==> config.mk <==
export PLATFORM = sky130hd
export DESIGN_NAME = fma_nan_select
export DESIGN_NICKNAME = d
export VERILOG_FILES = /design/src/rtl/fma_nan_pkg.sv /design/src/rtl/fma_nan_classdec.sv /design/src/rtl/fma_nan_rank.sv /design/src/rtl/fma_nan_infzero.sv /design/src/rtl/fma_nan_select.sv
export SDC_FILE = /design/constraint.sdc
export NUM_CORES = 1
export LEC_CHECK = 0
export BUFFER_PORTS_ARGS = -buffer_cell sky130_fd_sc_hd__buf_2
export CAP_MARGIN = 30
export CORE_AREA = 2 2 39 41
export DETAILED_ROUTE_END_ITERATION = 16
export DIE_AREA = 0 0 41 43
export PLACE_DENSITY_LB_ADDON = 0.25
export SKIP_LAST_GASP = 1
export SYNTH_ARGS = -nofsm -noshare
export SYNTH_HDL_FRONTEND = slang
export SYNTH_HIERARCHICAL = 1
export SYNTH_SLANG_ARGS = --single-unit
==> constraint.sdc <==
create_clock -name vclk -period 1.92
set_input_delay 0.192 -clock vclk [all_inputs]
set_output_delay 0.192 -clock vclk [all_outputs]
set_load 0.005 [all_outputs]
==> src/rtl/fma_nan_pkg.sv <==
package fma_nan_pkg;

   localparam int NUM_OPS     = 3;
   localparam int NUM_SCHEMES = 4;
   localparam int RANK_DEPTH  = 5;

   typedef enum logic [1:0] {
      CLS_NUM  = 2'd0,
      CLS_QNAN = 2'd1,
      CLS_SNAN = 2'd2,
      CLS_RSVD = 2'd3
   } nan_cls_e;

   typedef enum logic [1:0] {
      PICK_A    = 2'd0,
      PICK_B    = 2'd1,
      PICK_C    = 2'd2,
      PICK_DFLT = 2'd3
   } pick_e;

   typedef enum int {
      K_NONE  = 0,
      K_SIG   = 1,
      K_QUIET = 2,
      K_ANY   = 3
   } rank_kind_e;

   // Ranking schemes:
   // 0: c,a,b signaling then c,a quiet, fallback b
   // 1: a,b,c signaling then a,b quiet, fallback c
   // 2: a any NaN then c any NaN, fallback b
   // 3: a any NaN then b any NaN, fallback c
   function automatic int rank_op(input int scheme, input int idx);
      int ops0 [RANK_DEPTH] = '{2, 0, 1, 2, 0};
      int ops1 [RANK_DEPTH] = '{0, 1, 2, 0, 1};
      int ops2 [RANK_DEPTH] = '{0, 2, 0, 0, 0};
      int ops3 [RANK_DEPTH] = '{0, 1, 0, 0, 0};
      case (scheme)
         0:       return ops0[idx];
         1:       return ops1[idx];
         2:       return ops2[idx];
         default: return ops3[idx];
      endcase
   endfunction

   function automatic rank_kind_e rank_kind(input int scheme, input int idx);
      if (scheme < 2) return (idx < 3) ? K_SIG : K_QUIET;
      return (idx < 2) ? K_ANY : K_NONE;
   endfunction

   function automatic int rank_fallback(input int scheme);
      return (scheme == 0 || scheme == 2) ? 1 : 2;
   endfunction

endpackage

==> src/rtl/fma_nan_classdec.sv <==
module fma_nan_classdec
   import fma_nan_pkg::*;
#(
   parameter int N_OPS = NUM_OPS,
   parameter int CLS_W = 2
)(
   input  logic [N_OPS-1:0][CLS_W-1:0] cls,
   output logic [N_OPS-1:0]            is_q,
   output logic [N_OPS-1:0]            is_s
);

   if (CLS_W != 2) begin : g_bad_w
      $error("fma_nan_classdec: CLS_W must be 2");
   end

   for (genvar i = 0; i < N_OPS; i++) begin : g_op
      assign is_q[i] = (cls[i] == CLS_W'(CLS_QNAN));
      assign is_s[i] = (cls[i] == CLS_W'(CLS_SNAN));


      always_comb begin
         q_s_exclusive_chk: assert (!(is_q[i] && is_s[i]));
      end
   end

endmodule

==> src/rtl/fma_nan_rank.sv <==
module fma_nan_rank
   import fma_nan_pkg::*;
#(
   parameter int SCHEME = 0,
   parameter int N_OPS  = NUM_OPS
)(
   input  logic [N_OPS-1:0] is_q,
   input  logic [N_OPS-1:0] is_s,
   output logic [1:0]       pick
);

   localparam int DEPTH = RANK_DEPTH;
   localparam int FB_OP = rank_fallback(SCHEME);

   if (SCHEME < 0 || SCHEME >= NUM_SCHEMES) begin : g_bad_scheme
      $error("fma_nan_rank: SCHEME out of range");
   end

   logic [DEPTH-1:0] hit;
   logic [N_OPS-1:0] is_nan;
   logic             unused_bits;

   assign is_nan      = is_q | is_s;
   assign unused_bits = ^{is_q, is_s};

   for (genvar i = 0; i < DEPTH; i++) begin : g_entry
      localparam int         OPI  = rank_op(SCHEME, i);
      localparam rank_kind_e KIND = rank_kind(SCHEME, i);
      if (KIND == K_SIG) begin : g_sig
         assign hit[i] = is_s[OPI];
      end else if (KIND == K_QUIET) begin : g_quiet
         assign hit[i] = is_q[OPI];
      end else if (KIND == K_ANY) begin : g_any
         assign hit[i] = is_nan[OPI];
      end else begin : g_none
         assign hit[i] = 1'b0;
      end
   end

   always_comb begin
      pick = 2'(FB_OP);
      for (int i = DEPTH - 1; i >= 0; i--) begin
         if (hit[i]) pick = 2'(rank_op(SCHEME, i));
      end
   end

   // a NaN among the inputs is never passed over for a non-NaN
   always_comb begin
      if (pick != 2'd3 && |is_nan) begin
         nan_chosen_chk: assert (is_nan[pick]);
      end
   end

   if (SCHEME < 2) begin : g_sig_chk
      // signaling inputs outrank quiet ones
      always_comb begin
         if (pick != 2'd3 && |is_s) begin
            sig_first_chk: assert (is_s[pick]);
         end
      end
   end

endmodule

==> src/rtl/fma_nan_infzero.sv <==
module fma_nan_infzero
   import fma_nan_pkg::*;
#(
   parameter int POL_W = 2
)(
   input  logic [POL_W-1:0] policy,
   input  logic             sig_bit_high,
   input  logic             prod_inf_zero,
   input  logic             c_quiet,
   output logic             take,
   output logic [1:0]       ovr_pick
);

   if (POL_W != 2) begin : g_bad_pol
      $error("fma_nan_infzero: POL_W must be 2");
   end

   always_comb begin
      take     = 1'b0;
      ovr_pick = PICK_C;
      case (policy)
         2'd0: begin
            take     = prod_inf_zero && c_quiet;
            ovr_pick = PICK_DFLT;
         end
         2'd1: begin
            take     = prod_inf_zero;
            ovr_pick = sig_bit_high ? PICK_DFLT : PICK_C;
         end
         2'd2: begin
            take     = prod_inf_zero;
            ovr_pick = PICK_C;
         end
         default: begin
            take     = 1'b0;
            ovr_pick = PICK_C;
         end
      endcase
   end


   always_comb begin
      pol3_no_take_chk: assert (!(policy == 2'd3 && take));
   end


   always_comb begin
      take_needs_flag_chk: assert (!take || prod_inf_zero);
   end

endmodule

==> src/rtl/fma_nan_select.sv <==
module fma_nan_select
   import fma_nan_pkg::*;
#(
   parameter int CLS_W = 2,
   parameter int POL_W = 2
)(
   input  logic [CLS_W-1:0] a_cls,
   input  logic [CLS_W-1:0] b_cls,
   input  logic [CLS_W-1:0] c_cls,
   input  logic             prod_inf_zero,
   input  logic             sig_bit_high,
   input  logic [POL_W-1:0] policy,
   output logic [1:0]       pick,
   output logic             invalid
);

   localparam int SCH_W = $clog2(NUM_SCHEMES);

   if (CLS_W != 2 || POL_W != 2) begin : g_bad_params
      $error("fma_nan_select: CLS_W and POL_W must both be 2");
   end

   logic [NUM_OPS-1:0][CLS_W-1:0] cls_all;
   logic [NUM_OPS-1:0]            is_q;
   logic [NUM_OPS-1:0]            is_s;
   logic [NUM_SCHEMES-1:0][1:0]   rank_pick;
   logic [SCH_W-1:0]              scheme_sel;
   logic                          ovr_take;
   logic [1:0]                    ovr_pick;

   assign cls_all = {c_cls, b_cls, a_cls};

   fma_nan_classdec #(
      .N_OPS (NUM_OPS),
      .CLS_W (CLS_W)
   ) u_dec (
      .cls  (cls_all),
      .is_q (is_q),
      .is_s (is_s)
   );

   for (genvar s = 0; s < NUM_SCHEMES; s++) begin : g_rank
      fma_nan_rank #(
         .SCHEME (s),
         .N_OPS  (NUM_OPS)
      ) u_rank (
         .is_q (is_q),
         .is_s (is_s),
         .pick (rank_pick[s])
      );
   end

   fma_nan_infzero #(
      .POL_W (POL_W)
   ) u_iz (
      .policy        (policy),
      .sig_bit_high  (sig_bit_high),
      .prod_inf_zero (prod_inf_zero),
      .c_quiet       (is_q[2]),
      .take          (ovr_take),
      .ovr_pick      (ovr_pick)
   );

   always_comb begin
      case (policy)
         2'd0:    scheme_sel = SCH_W'(0);
         2'd1:    scheme_sel = sig_bit_high ? SCH_W'(1) : SCH_W'(0);
         2'd2:    scheme_sel = SCH_W'(2);
         default: scheme_sel = SCH_W'(3);
      endcase
   end

   assign pick    = ovr_take ? ovr_pick : rank_pick[scheme_sel];
   assign invalid = ovr_take;


   always_comb begin
      dflt_has_invalid_chk: assert (pick != 2'd3 || invalid);
   end


   always_comb begin
      no_flag_no_invalid_chk: assert (prod_inf_zero || !invalid);
   end


   always_comb begin
      if (invalid && policy[1] != policy[0] && !sig_bit_high) begin
         iz_addend_chk: assert (pick == 2'd2);
      end
   end

endmodule

==> metrics.csv <==
metric;value;unit
outcome;complete, no violations;
NumNets Final;72;
row cnt;14;
PnR worst setup slack;0.157;ns
max cap viols;0;
Total Routing Usage GR;8.39;%
register area share after synthesis;0;%
DR WL met3;7;um
Max rail drop VDD;63.3;uV
WL final;683;um
core region area;1380;um^2
die width;41;um
Switching Fraction;47.1;%
Min-Delay Endpoint;invalid;
layout clock buffer count;0;
Die Y;43;um
commonest cells in the netlist;nor2b_1, a21oi_1;
initial antenna violation count;0;
Post-DP HPWL;590;um
RSZ-0062 raised after global routing;no;
P_sw;0.0425;mW
Area growth, synth to finish;32.1;%
post-route ant nets;0;
Met2 Routed Length;344;um
FF+latch area;0;um^2
leakage power;0.222;nW
wire per inst;9.36;um
Worst Hold Launch;prod_inf_zero;
cts repair resizes;0;
highest routed layer;met3;
Area contributors post-synth;ha_1, nor2b_1, nor4_2, a21oi_1, mux2i_1;
Top Ports;13;
Seq Cell Count;0;
Crit Path Class;primary input to primary output;
DR DRC count;0;
sum of negative setup slack;0;ns
share of layout cells above drive strength 1;42.1;%
via-per-instance ratio;4.73;
Final Slew Violations;0;
Hold Path Depth;3;
most common cell in the netlist;nor2b_1;
Comb pwr share;100.0;%
die area;1760;um^2
Worst Setup End Kind;primary output;
wl on met1;331;um
ant diodes;0;
P_int;0.0478;mW
Initial Util;22.5;%
Post-CTS Setup Bufs;0;
crit share post-route;91.8;%
Hold Buf Count CTS;0;
global placement routability congestion;0.634;
Setup WS pre-CTS;0.165;ns
DRT iter0 DRCs;5;
Fin. Hold Viols;0;
post-synth top area cell;ha_1;
largest net degree at the start of global routing;9;
clock share of power;0;%
fillcell total;150;
fmax;567;MHz
Reg power frac;0;%
Port Buffers;13;
Synth top area share;12.0;%
min cycle time layout;1.76;ns
Syn Nets;55;
worst hold path class;primary input to primary output;
cell area after synthesis;312;um^2
Cells after Synth;42;
1st-pass router iterations;4;
routed vias;345;
final setup fails;0;
startpoint types;primary input;
vias in the first global route;281;
Synthesis Warnings;6;
worst path required time;1.73;ns
global-route wire length before repair;1120;um
critical path peak fanout;5;
library cells used by synthesis;19;
syn_area_per_cell;7.42;um^2
gr ovfl total;0;
pwr dens;219;nW/um^2
CP startpoint;a_cls[0];
Worst Path Arrival;1.57;ns
[worst max-delay path: stages]
cell and delay (ns):
buf_2 0.08, nor2b_1 0.29, o21ba_1 0.18, nor3_1 0.05
and3_2 0.22, a211o_1 0.26, a22o_1 0.17, buf_2 0.12
[how the worst max path moves through the flow]
stage	endpoint	slack, ns	cells past startpoint
after detailed placement	pick[1]	0.16	8
after floorplan	pick[1]	0.31	6
after global placement	pick[1]	0.15	8
after CTS	pick[1]	0.16	8
final	pick[1]	0.16	8
after global routing	pick[1]	0.03	8
[cell type report]
class                           count  area (um^2)  share of cell area (%)
Multi-Input combinational cell     38          293                    71.1
Tap cell                           16         20.0                    4.86
Timing Repair Buffer               16         87.6                    21.3
Inverter                            3         11.3                    2.74
[layer usage]
metal	track usage (%)	vias up
met5	0	-
met4	0	0
met3	0	0
met2	14.1	3
met1	12.3	156
li1	-	186
[through the flow]
step / instance area (um^2) / std cells / hold WS [ns] / power (mW) / util, %
4_1_cts: 412 / 73 / 0.779 / 0.0917 / 29.7
2_1_floorplan: 312 / 42 / 0.544 / 0.0583 / -
5_1_grt: 412 / 73 / 0.789 / 0.101 / 29.7
3_3_place_gp: 412 / 73 / 0.777 / 0.0909 / 29.7
3_5_place_dp: 412 / 73 / 0.779 / 0.0916 / 29.7
6_report: 412 / 73 / 0.775 / 0.0903 / 29.7
[placed cells by master, fill, tap and decap left out]
master / netlist / layout
nor2b_1: 6 / 6
ha_1: 3 / 3
conb_1: 1 / 1
nor3_1: 3 / 3
nor4_2: 2 / 2
buf_2: 0 / 13
and3_2: 2 / 2
inv_1: 3 / 3
a21oi_1: 4 / 4
nand2_1: 1 / 1
a211o_1: 2 / 2
nor2_1: 3 / 3
o21ba_1: 2 / 2
nor3b_2: 1 / 1
a21o_2: 2 / 2
buf_4: 1 / 3
or3b_1: 1 / 1
nor3_2: 1 / 1
a22o_1: 2 / 2
mux2i_1: 2 / 2
[logic make-up after synthesis]
group / after synthesis / synth area share (%)
multiplexers: 2 / 6.43
buffers and inverters: 4 / 6.02
other: 1 / 1.20
adder cells (fa/ha/maj): 3 / 12.0
AO/OA/AOI/OAI: 12 / 29.7
AND/OR/NAND/NOR: 20 / 44.6
[power groups by stage]
stage               Sequential [mW]  Combinational, mW  Clock (mW)
floorplan                         0             0.0583           0
global placement                  0             0.0909           0
detailed placement                0             0.0916           0
CTS                               0             0.0917           0
global route                      0              0.101           0
finish                            0             0.0903           0
Note: power is estimated with default switching activity, not from simulation.
